## src/rtl/acq_scan_pkg.sv

```systemverilog
package acq_scan_pkg;

    localparam int BUS_W       = 16;
    localparam int ENTRY_WORDS = 4;
    localparam int SUSPEND_BIT = 2;

    typedef enum logic [2:0] {
        A_CTRL   = 3'd0,
        A_SCAN   = 3'd1,
        A_DIVLO  = 3'd2,
        A_DIVHI  = 3'd3,
        A_RESULT = 3'd4
    } reg_addr_e;

    localparam logic [BUS_W-1:0] CMD_RUN      = 16'h0011;
    localparam logic [BUS_W-1:0] CMD_HALT     = 16'h0010;
    localparam logic [BUS_W-1:0] CMD_PACE_ON  = 16'h0031;
    localparam logic [BUS_W-1:0] CMD_PACE_OFF = 16'h0030;

    typedef struct packed {
        logic [6:0] rsv_hi;
        logic       pacer_ovr;
        logic [1:0] rsv_mid;
        logic       scan_empty;
        logic       pipe_full;
        logic       scanning;
        logic       res_ovr;
        logic       res_has;
        logic       res_multi;
    } status_t;

    typedef struct packed {
        logic clr_scan;
        logic clr_res;
        logic clr_pipe;
        logic run_on;
        logic run_off;
        logic pace_on;
        logic pace_off;
    } ctl_cmd_t;

    function automatic ctl_cmd_t decode_ctl(input logic [BUS_W-1:0] v);
        ctl_cmd_t c;
        c = '0;
        if (v[BUS_W-1:3] == '0) begin
            c.clr_scan = v[2];
            c.clr_res  = v[1];
            c.clr_pipe = v[0];
        end else begin
            case (v)
                CMD_RUN:      c.run_on   = 1'b1;
                CMD_HALT:     c.run_off  = 1'b1;
                CMD_PACE_ON:  c.pace_on  = 1'b1;
                CMD_PACE_OFF: c.pace_off = 1'b1;
                default:      ;
            endcase
        end
        return c;
    endfunction

endpackage

```

## src/rtl/acq_fifo.sv

```systemverilog
module acq_fifo #(
    parameter int W     = 16,
    parameter int DEPTH = 16
) (
    input  logic                         clk,
    input  logic                         rst,
    input  logic                         clr,
    input  logic                         push,
    input  logic [W-1:0]                 din,
    input  logic                         pop,
    output logic [W-1:0]                 dout,
    output logic [$clog2(DEPTH+1)-1:0]   count,
    output logic                         full,
    output logic                         empty
);
    localparam int AW = (DEPTH > 1) ? $clog2(DEPTH) : 1;
    localparam int CW = $clog2(DEPTH + 1);
    localparam logic [AW-1:0] LAST = AW'(DEPTH - 1);

    logic [W-1:0]  mem [DEPTH];
    logic [AW-1:0] rd_ptr, wr_ptr;
    logic          do_pop, do_push;

    assign empty   = (count == '0);
    assign full    = (count == CW'(DEPTH));
    assign do_pop  = pop && !empty;
    assign do_push = push && (!full || do_pop);
    assign dout    = mem[rd_ptr];

    always_ff @(posedge clk) begin
        if (do_push) mem[wr_ptr] <= din;
    end

    always_ff @(posedge clk) begin
        if (rst || clr) begin
            rd_ptr <= '0;
            wr_ptr <= '0;
            count  <= '0;
        end else begin
            if (do_push) wr_ptr <= (wr_ptr == LAST) ? '0 : wr_ptr + 1'b1;
            if (do_pop)  rd_ptr <= (rd_ptr == LAST) ? '0 : rd_ptr + 1'b1;
            case ({do_push, do_pop})
                2'b10:   count <= count + 1'b1;
                2'b01:   count <= count - 1'b1;
                default: ;
            endcase
        end
    end

    p_hold_count_r5: assert property (@(posedge clk) disable iff (rst)
        (!clr && !push && !pop) |=> $stable(count));

    p_no_overflow_r7: assert property (@(posedge clk) disable iff (rst)
        (!clr && push && full && !pop) |=> full);

endmodule

```

## src/rtl/acq_pacer.sv

```systemverilog
module acq_pacer #(
    parameter int DIV_W = 32
) (
    input  logic             clk,
    input  logic             rst,
    input  logic             en,
    input  logic [DIV_W-1:0] div,
    output logic             tick
);
    logic [DIV_W-1:0] cnt;

    assign tick = en && (cnt >= div);

    always_ff @(posedge clk) begin
        if (rst || !en)   cnt <= '0;
        else if (tick)    cnt <= '0;
        else              cnt <= cnt + 1'b1;
    end

    p_tick_restart_r4: assert property (@(posedge clk) disable iff (rst)
        tick |=> (cnt == '0));

endmodule

```

## src/rtl/acq_cfg_pipe.sv

```systemverilog
module acq_cfg_pipe
    import acq_scan_pkg::*;
#(
    parameter int W = 16,
    parameter int N = 4
) (
    input  logic           clk,
    input  logic           rst,
    input  logic           clr,
    input  logic           load,
    input  logic [W-1:0]   din,
    input  logic           consume,
    output logic           full,
    output logic [N*W-1:0] words,
    output logic           suspend
);
    localparam int IW = $clog2(N);

    logic [IW-1:0] idx;
    logic [W-1:0]  slot [N];
    logic          take;

    assign take = load && !full;

    for (genvar g = 0; g < N; g++) begin : g_slot
        always_ff @(posedge clk) begin
            if (rst)                             slot[g] <= '0;
            else if (take && idx == IW'(g))      slot[g] <= din;
        end
        assign words[g*W +: W] = slot[g];
    end

    assign suspend = slot[1][SUSPEND_BIT];

    always_ff @(posedge clk) begin
        if (rst || clr || consume) begin
            idx  <= '0;
            full <= 1'b0;
        end else if (take) begin
            idx <= (idx == IW'(N - 1)) ? '0 : idx + 1'b1;
            if (idx == IW'(N - 1)) full <= 1'b1;
        end
    end

    p_full_after_load_r2: assert property (@(posedge clk) disable iff (rst)
        $rose(full) |-> $past(load));

    p_hold_when_full_r2: assert property (@(posedge clk) disable iff (rst)
        (full && !clr && !consume) |=> $stable(words));

endmodule

```

## src/rtl/acq_scan_seq.sv

```systemverilog
module acq_scan_seq
    import acq_scan_pkg::*;
#(
    parameter int SCAN_DEPTH = 32,
    parameter int RES_DEPTH  = 4
) (
    input  logic                         clk,
    input  logic                         rst,
    input  logic                         bus_wr,
    input  logic                         bus_rd,
    input  logic [2:0]                   bus_addr,
    input  logic [BUS_W-1:0]             bus_wdata,
    output logic [BUS_W-1:0]             bus_rdata,
    output logic                         adc_req,
    output logic [ENTRY_WORDS*BUS_W-1:0] adc_cfg,
    input  logic                         adc_done,
    input  logic [BUS_W-1:0]             adc_data
);
    localparam int DIV_W   = 2 * BUS_W;
    localparam int SCAN_CW = $clog2(SCAN_DEPTH + 1);
    localparam int RES_CW  = $clog2(RES_DEPTH + 1);

    ctl_cmd_t            cmd;
    status_t             st;
    logic                wr_ctl;
    logic                phase_q;
    logic [7:0]          lo_q;
    logic                run_q, pace_q, busy_q, last_q;
    logic                res_ovr_q, pac_ovr_q;
    logic [DIV_W-1:0]    div_q;

    logic                scan_push, scan_empty, scan_full;
    logic [BUS_W-1:0]    scan_dout;
    logic [SCAN_CW-1:0]  scan_count;
    logic                scan_unused;

    logic                pipe_load, pipe_full, pipe_suspend;
    logic                tick, conv_done;

    logic                res_pop, res_empty, res_full;
    logic [BUS_W-1:0]    res_dout;
    logic [RES_CW-1:0]   res_count;

    assign wr_ctl      = bus_wr && (bus_addr == A_CTRL);
    assign cmd         = wr_ctl ? decode_ctl(bus_wdata) : '0;
    assign scan_push   = bus_wr && (bus_addr == A_SCAN) && phase_q;
    assign pipe_load   = run_q && !pipe_full && !scan_empty;
    assign conv_done   = busy_q && adc_done;
    assign res_pop     = bus_rd && (bus_addr == A_RESULT);
    assign scan_unused = ^{scan_count, scan_full};

    acq_fifo #(.W(BUS_W), .DEPTH(SCAN_DEPTH)) u_scan_fifo (
        .clk(clk), .rst(rst), .clr(cmd.clr_scan),
        .push(scan_push), .din({bus_wdata[7:0], lo_q}),
        .pop(pipe_load), .dout(scan_dout), .count(scan_count),
        .full(scan_full), .empty(scan_empty));

    acq_cfg_pipe #(.W(BUS_W), .N(ENTRY_WORDS)) u_pipe (
        .clk(clk), .rst(rst), .clr(cmd.clr_pipe), .load(pipe_load),
        .din(scan_dout), .consume(conv_done), .full(pipe_full),
        .words(adc_cfg), .suspend(pipe_suspend));

    acq_pacer #(.DIV_W(DIV_W)) u_pacer (
        .clk(clk), .rst(rst), .en(pace_q), .div(div_q), .tick(tick));

    acq_fifo #(.W(BUS_W), .DEPTH(RES_DEPTH)) u_res_fifo (
        .clk(clk), .rst(rst), .clr(cmd.clr_res),
        .push(conv_done), .din(adc_data),
        .pop(res_pop), .dout(res_dout), .count(res_count),
        .full(res_full), .empty(res_empty));

    // Byte assembly of scan-list words
    always_ff @(posedge clk) begin
        if (rst || cmd.clr_scan) begin
            phase_q <= 1'b0;
            lo_q    <= '0;
        end else if (bus_wr && bus_addr == A_SCAN) begin
            if (!phase_q) lo_q <= bus_wdata[7:0];
            phase_q <= !phase_q;
        end
    end

    // Divider registers
    always_ff @(posedge clk) begin
        if (rst) div_q <= '0;
        else if (bus_wr && bus_addr == A_DIVLO) div_q[BUS_W-1:0]     <= bus_wdata;
        else if (bus_wr && bus_addr == A_DIVHI) div_q[DIV_W-1:BUS_W] <= bus_wdata;
    end

    // Run and pacer enables, conversion tracking, sticky flags
    always_ff @(posedge clk) begin
        if (rst) begin
            run_q     <= 1'b0;
            pace_q    <= 1'b0;
            busy_q    <= 1'b0;
            last_q    <= 1'b0;
            res_ovr_q <= 1'b0;
            pac_ovr_q <= 1'b0;
        end else begin
            if (conv_done && last_q) run_q <= 1'b0;
            if (cmd.run_on)          run_q <= 1'b1;
            if (cmd.run_off)         run_q <= 1'b0;
            if (cmd.pace_on)         pace_q <= 1'b1;
            if (cmd.pace_off)        pace_q <= 1'b0;

            if (conv_done) begin
                busy_q <= 1'b0;
            end else if (tick && !busy_q && pipe_full) begin
                busy_q <= 1'b1;
                last_q <= pipe_suspend;
            end

            if (cmd.clr_res) begin
                res_ovr_q <= 1'b0;
                pac_ovr_q <= 1'b0;
            end else begin
                if (conv_done && res_full && !res_pop) res_ovr_q <= 1'b1;
                if (tick && busy_q && !adc_done)       pac_ovr_q <= 1'b1;
            end
        end
    end

    always_comb begin
        st            = '0;
        st.res_multi  = (res_count > RES_CW'(1));
        st.res_has    = !res_empty;
        st.res_ovr    = res_ovr_q;
        st.scanning   = run_q || busy_q;
        st.pipe_full  = pipe_full;
        st.scan_empty = scan_empty;
        st.pacer_ovr  = pac_ovr_q;
    end

    always_comb begin
        case (bus_addr)
            A_CTRL:   bus_rdata = st;
            A_DIVLO:  bus_rdata = div_q[BUS_W-1:0];
            A_DIVHI:  bus_rdata = div_q[DIV_W-1:BUS_W];
            A_RESULT: bus_rdata = res_empty ? '0 : res_dout;
            default:  bus_rdata = '0;
        endcase
    end

    assign adc_req = busy_q;

    p_req_start_r4: assert property (@(posedge clk) disable iff (rst)
        $rose(adc_req) |-> ($past(pipe_full) && $past(pace_q)));

    p_suspend_halt_r6: assert property (@(posedge clk) disable iff (rst)
        (conv_done && last_q && !cmd.run_on) |=> !st.scanning);

    p_pacer_ovr_r8: assert property (@(posedge clk) disable iff (rst)
        (tick && adc_req && !adc_done && !cmd.clr_res) |=> st.pacer_ovr);

    p_res_ovr_r7: assert property (@(posedge clk) disable iff (rst)
        (conv_done && res_full && !res_pop && !cmd.clr_res) |=> st.res_ovr);

    p_reset_idle_r9: assert property (@(posedge clk)
        rst |=> (!adc_req && st.scan_empty && !st.scanning));

endmodule

```

## config.mk

```make
export PLATFORM = sky130hd
export DESIGN_NAME = acq_scan_seq
export DESIGN_NICKNAME = d
export VERILOG_FILES = /design/src/rtl/acq_scan_pkg.sv /design/src/rtl/acq_fifo.sv /design/src/rtl/acq_pacer.sv /design/src/rtl/acq_cfg_pipe.sv /design/src/rtl/acq_scan_seq.sv
export SDC_FILE = /design/constraint.sdc
export NUM_CORES = 1
export LEC_CHECK = 0
export BUFFER_PORTS_ARGS = -buffer_cell sky130_fd_sc_hd__buf_4
export CELL_PAD_IN_SITES_DETAIL_PLACEMENT = 0
export CELL_PAD_IN_SITES_GLOBAL_PLACEMENT = 1
export CORE_UTILIZATION = 45
export DETAILED_ROUTE_END_ITERATION = 8
export PLACE_DENSITY_LB_ADDON = 0.1
export SETUP_SLACK_MARGIN = 0.15
export SLEW_MARGIN = 20
export SYNTH_ARGS = -nofsm -noshare
export SYNTH_HDL_FRONTEND = slang
export SYNTH_SLANG_ARGS = --single-unit
```

## constraint.sdc

```tcl
create_clock -name clk -period 5.42 [get_ports clk]
set_input_delay 0.542 -clock clk [delete_from_list [all_inputs] [get_ports clk]]
set_output_delay 0.542 -clock clk [all_outputs]
set_load 0.05 [all_outputs]
```

* Word-level counts from Yosys, hierarchy flattened
Memories as Yosys holds them, arrays and structs flattened. A register that Yosys moved wholly into a read port is not among the register bits. Index checks and enable logic that the tools add are counted.
Word-level totals: memory bits (read-only) 0, bits in writable memories 640, register bits 105, memories 3, bits in latches 0, logic and storage cells 167, output and inout port bits 81
Memory list:
- u_scan_fifo.mem | depth 32, width 16, rd ports 1, clocked after Yosys merged registers in 1, wr ports 1, line acq_fifo.sv:20 | logic [W-1:0] mem [DEPTH];
- u_pipe.slot | depth 4, width 16, rd ports 4, clocked after Yosys merged registers in 0, wr ports 4, line acq_cfg_pipe.sv:20 | logic [W-1:0] slot [N];
- u_res_fifo.mem | depth 4, width 16, rd ports 1, clocked after Yosys merged registers in 1, wr ports 1, line acq_fifo.sv:20
Cells by class: order comparisons 2, $add $sub $neg 10, muxes and demuxes 44, equal/unequal tests 21, div/mod/pow operators 0, multiply operators 0, bitwise logic cells 7, shift-type cells 0, reduce and logical (&&, ||, !) cells 61
Operators by type and width (number):
- $mux 16 | 5
- $pmux 16 s4 | 1
- $add 32x1->32 const B | 1
- $eq 16x5->1 const B | 2
- $eq 16x6->1 const B | 2
- $ge 32x32->1 | 1
- $logic_and 1x1->1 | 26
- $mux 1 | 24
- $mux 5 | 4
- $logic_not 13->1 | 1
- $eq 2x2->1 const B | 6
- $pmux 6 s2 | 1
- $add 5x1->5 const B | 2
- $eq 5x5->1 const B | 2
- $logic_not 1->1 | 10
- $mux 2 | 5
- $reduce_or 2->1 | 5
- $logic_or 1x1->1 | 8
- $reduce_and 2->1 | 4
- $mux 7 | 1
- $add 2x1->2 const B | 3
- $add 6x1->6 const B | 1
- $eq 2x1->1 const B | 3
- $eq 3x2->1 const B | 2
- 16 further kinds | 25

* Longest topological paths before layout
depth after elaboration 9, mapped depth 13

* By module
Synthesis repeated with hierarchy kept, for this count alone.
Unflattened totals: cells, all modules 1760, area total of the unflattened synthesis 30631.9 sq um
Modules (own cells, without submodules):
- acq_fifo at u_scan_fifo | area an instance 20753.7 sq um, sequential area each 15795.1 sq um, cells each 915, times used 1
- acq_fifo at u_res_fifo | area an instance 2846.5 sq um, sequential area each 2102.0 sq um, cells each 142, times used 1
- acq_cfg_pipe | area an instance 2657.5 sq um, sequential area each 1981.9 sq um, cells each 162, times used 1
- acq_scan_seq | area an instance 2190.9 sq um, sequential area each 940.9 sq um, cells each 275, times used 1
- acq_pacer | area an instance 2183.3 sq um, sequential area each 640.6 sq um, cells each 266, times used 1

* Worst setup path after synthesis
Ideal clock, no wire load.
path type input port to flip-flop, start point in bus_addr[0], end point reg u_scan_fifo.count[5], arrival 2.999 ns, setup time 0.117 ns, setup slack 2.304 ns, cell stages on the path 13, required time 5.303 ns, path through clkbuf_1 > nor4bb_1 > and2_1 > nand2b_1 > buf_4 > inv_1 > ha_1 > a21o_1 > a21oi_1 > o21ai_0 > mux2i_4 > xnor2_1 > nor2_1
On the way: cells in the longest elaborated chain, start to end 6, elaborated cells on any way between the ends 12
RTL lines:
- start: declaration | line acq_scan_seq.sv:11 | input logic [2:0] bus_addr,
- $eq 3x1->1 | line acq_scan_seq.sv:46 | assign scan_push = bus_wr && (bus_addr == A_SCAN) && phase_q;
- $logic_and 1x1->1 (2 in a row) | line acq_scan_seq.sv:46
- $logic_and 1x1->1 | line acq_fifo.sv:27 | assign do_push = push && (!full || do_pop);
- $eq 2x1->1 / $eq 2x2->1 (equally long branches) | line acq_fifo.sv:42 | case ({do_push, do_pop})
- $pmux 6 s2 / $reduce_bool 2->1 (equally long branches)
- end signal: assignment | line acq_fifo.sv:43 | 2'b10: count <= count + 1'b1;
- end signal: assignment | line acq_fifo.sv:44 | 2'b01: count <= count - 1'b1;
- end: declaration | line acq_fifo.sv:12 | output logic [$clog2(DEPTH+1)-1:0] count,
Several ways; a longest one is shown, not always the timed one. A chain may end at the register's enable or synchronous reset.

* Worst setup path in the final report
start point reg u_scan_fifo.count[1], end point reg u_scan_fifo.count[5]
On the way: cells in the longest elaborated chain, start to end 8, elaborated cells on any way between the ends 14
RTL lines:
- $logic_not 6->1 | line acq_fifo.sv:24 | assign empty = (count == '0);
- $logic_not 1->1 | line acq_fifo.sv:26, acq_scan_seq.sv:47
- $logic_and 1x1->1 | line acq_scan_seq.sv:47 | assign pipe_load = run_q && !pipe_full && !scan_empty;
- $logic_and 1x1->1 | line acq_fifo.sv:26 | assign do_pop = pop && !empty;
- $logic_or 1x1->1 | line acq_fifo.sv:27
- $logic_and 1x1->1 | line acq_fifo.sv:27
- $eq 2x1->1 / $eq 2x2->1 (equally long branches) | line acq_fifo.sv:42
- $pmux 6 s2 / $reduce_bool 2->1 (equally long branches)
Several ways; a longest one is shown, not always the timed one.

==> impl_metrics.json <==
{
  "grt_pass1_vias": 15900,
  "timing_worst_setup_path_type": "reg -> reg",
  "endpoint_kind": "flip-flop",
  "cp.required_ns": 5.88,
  "comb_power_share_pct": 2.2,
  "hold_path.class": "in -> reg",
  "vias_per_cell": 5.59,
  "final_nets": 1978,
  "setup_violations": 0,
  "hold-path-cell-count": 1,
  "p_int_mw": 9.65,
  "synth_area_leaders": "edfxtp_1 (64%), mux4_2 (13%), dfxtp_1 (7.4%)",
  "synth_edf_count": 640,
  "grt_pass1_wl_mm": 106,
  "ys_async_sr_fraction_pct": 0,
  "clk_pin_slew_worst_paths_ns": 0.06,
  "r2r-end": "u_scan_fifo.count[5]",
  "slew_violations": 0,
  "worst-path-max-fanout": 11,
  "wl_per_cell_um": 25.9,
  "hold_viol_final": 0,
  "p_clk_share_pct": 45.8,
  "reg2reg_setup_slack_ns": 1.73,
  "yosys.area.top_type": "edfxtp_1",
  "drc_errors": 0,
  "track_usage_pct": 21.8,
  "drt-initial-drc-count": 1337,
  "avgSynthCellArea_um2": 17.4,
  "whs_endpoint": "u_res_fifo.mem[1][10]",
  "yosys-top-cells-count": "edfxtp_1 (640), nor2_1 (178), mux4_2 (176)",
  "fin_setup_tns_ns": 0,
  "clock-root-buffer": "clkbuf_16",
  "cts_tree": "built",
  "cts-buffers-inserted": 79,
  "grt_overflow": 0,
  "port-buffer-count": 120,
  "skew_ns": 0.0255,
  "antennaDiodeCount": 0,
  "cts.repair.resized": 0,
  "die_area_um2": 68200,
  "postCtsHoldBufs": 0,
  "worstMarginPinSlew_ns": 1.09,
  "die_h_um": 261,
  "yosys.cell_count.top_type": "edfxtp_1",
  "clock_path_buffers": 3,
  "synth_nets": 1839,
  "synth_area_um2": 30200,
  "areaGrowthSynthToFinish_pct": 14.7,
  "critPathLaunchType": "flip-flop",
  "yosys_register_bits": 752,
  "outcome": "finished, final reports clean",
  "rsz0062_at_grt": "no",
  "hpwlAfterDp_mm": 46.9,
  "r2r-start": "u_scan_fifo.count[1]",
  "power.leakage_nw": 10.8,
  "synth_cell_type_count": 59,
  "synthCells": 1740,
  "netlist.area_leader.share_pct": 63.6,
  "boundaryPins": 121,
  "ys.flop_type": "edfxtp_1",
  "max_freq_ghz": 0.271,
  "place.gp.congestion": 0.796,
  "drt_wl_total_mm": 72.6,
  "seq_power_share_pct": 52.1,
  "finish.utilization_pct": 52.4,
  "vias": 15700,
  "core_um2": 66100,
  "swShare_pct": 20.1,
  "fin_crit_ns": 3.69,
  "maxSlewHeadroom_pct": 27.2,
  "drive_gt1_share_pct": 24.9,
  "die_x_um": 261,
  "clkLatencyLatePin_ns": 0.62,
  "fin_crit_sh_pct": 68.0,
  "reg2reg_depth": 11,
  "post_cts_buffers": 0,
  "dr.pass1.iters": 5,
  "drv_cap": 0,
  "rows": 94,
  "initial_core_util_pct": 45.7,
  "drtAntennaViolNets": 0,
  "power_density_nw_per_um2": 349,
  "yosysSeqAreaShare_pct": 71.0,
  "htreeDepth": 3,
  "grt_max_degree": 56,
  "cts.sinks": 752,
  "yosys_warnings": 0,
  "power.switching_mw": 2.43,
  "ir_drop_uv": 253,
  "cp.arrival_ns": 4.15,
  "hp-start": "adc_data[10]",
  "antenna_found_initial": 2
}
-- state kept, by name, summed over array words and instances, names as in the netlist, named ones only --
register and count:
u_scan_fifo.mem 512, u_pipe.slot 64, u_res_fifo.mem 64, div_q 32
u_pacer.cnt 32, lo_q 8, u_scan_fifo.count 6, u_scan_fifo.rd_ptr 5
u_scan_fifo.wr_ptr 5, u_res_fifo.count 3, u_pipe.idx 2, u_res_fifo.rd_ptr 2
u_res_fifo.wr_ptr 2, adc_req 1, last_q 1, pac_ovr_q 1
pace_q 1, phase_q 1, res_ovr_q 1, run_q 1
u_pipe.full 1
-- metal layers --
layer	global-route usage, %	part of all wire [%]	up-vias
li1	-	-	7032
met1	31.6	45	8045
met2	34.0	47	478
met3	3.95	5.7	95
met4	5.86	2.3	0
met5	0	0	-
-- kinds of logic (layout without fill, tap and decap cells) --
kind of cell | count (synthesis) | after routing | synth area share [%]
DFF | 752 | 752 | 71.0
and+or+nand+nor | 407 | 407 | 5.87
muxes | 207 | 207 | 14.4
buffers and inverters | 141 | 337 | 2.25
AOI/OAI and AO/OA | 135 | 135 | 2.86
adders and majority gates | 59 | 59 | 2.47
xor gates and xnor gates | 39 | 39 | 1.13
-- power groups by stage --
stage	sequential (mW)	clock, mW	combinational, mW
finish	6.29	5.53	0.261
global route	6.29	5.83	0.276
CTS	6.29	5.63	0.263
detailed placement	6.41	0	0.263
global placement	6.41	0	0.260
floorplan	6.47	0	0.0637
-- area by class of cell --
| class | count | area [um2] |
|---|---|---|
| clock buffer | 97 | 2140 |
| clock inverter | 41 | 497 |
| fill | 5309 | 31400 |
| inverter | 61 | 229 |
| multi-input combinational | 847 | 8160 |
| sequential | 752 | 21500 |
| tap | 864 | 1080 |
| timing repair buffer | 138 | 1070 |
-- stage by stage --
| stage | hold WS (ns) | std cells | setup WS [ns] | cell area, um2 | power, mW |
|---|---|---|---|---|---|
| 4_1_cts | 0.0850 | 2800 | 1.71 | 34700 | 12.2 |
| 5_1_grt | 0.0913 | 2800 | 1.50 | 34700 | 12.4 |
| 3_5_place_dp | 0.447 | 2662 | 1.41 | 32000 | 6.68 |
| 6_report | 0.125 | 2800 | 1.73 | 34700 | 12.1 |
| 2_1_floorplan | 0.430 | 1740 | 2.30 | 30200 | 6.53 |
| 3_3_place_gp | 0.443 | 2662 | 1.53 | 32000 | 6.67 |
-- cells in the final DEF (no fill, tap or decap), types with 5 or more instances in the layout --
master     netlist  layout
clkbuf_1        35      12
a31oi_1          6       6
nand2_1        128     128
o21ai_0         16      16
buf_4            5     135
mux2i_1         23      23
nand4_1         14      14
nand3b_1         5       5
nor2_2           1      31
bufinv_16        0      11
a21oi_1         73      73
nor4_1           5       5
clkinv_2         0      11
nand2b_1         7       7
mux4_2         176     176
clkbuf_16        0      82
xnor2_1         18      18
nor3_1          14      14
edfxtp_1       640     640
clkinv_1         0      11
a21o_1           8       8
xor2_1          21      21
a222oi_1        10      10
nor2_1         178     148
mux2i_4          6       6
dfxtp_2          0       6
dfxtp_1        112     104
nand3_1         22      22
inv_1           61      61
ha_1            58      58
and2_1           7       7
and3_1           7       7
-- critical path, stage by stage (launching register included) --
cell      delay, ns
dfxtp_1        0.35
or4_1          0.72
o311a_1        0.55
nand2b_1       0.40
inv_1          0.17
ha_1           0.31
a21o_1         0.10
a21oi_1        0.09
o21ai_0        0.37
mux2i_4        0.29
xnor2_1        0.13
nor2_1         0.05
-- worst max path at each step --
stage                              start  cells past startpoint  slack, ns                       to
floorplan                    bus_addr[0]                     13       2.30     u_scan_fifo.count[5]
global placement             bus_addr[1]                      6       1.53  u_scan_fifo.mem[21][10]
detailed placement           bus_addr[1]                      6       1.41  u_scan_fifo.mem[17][10]
CTS                 u_scan_fifo.count[1]                     11       1.71     u_scan_fifo.count[5]
global route        u_scan_fifo.count[1]                     11       1.50     u_scan_fifo.count[5]
finish              u_scan_fifo.count[1]                     11       1.73     u_scan_fifo.count[5]
(Power assumes the default switching activity.)
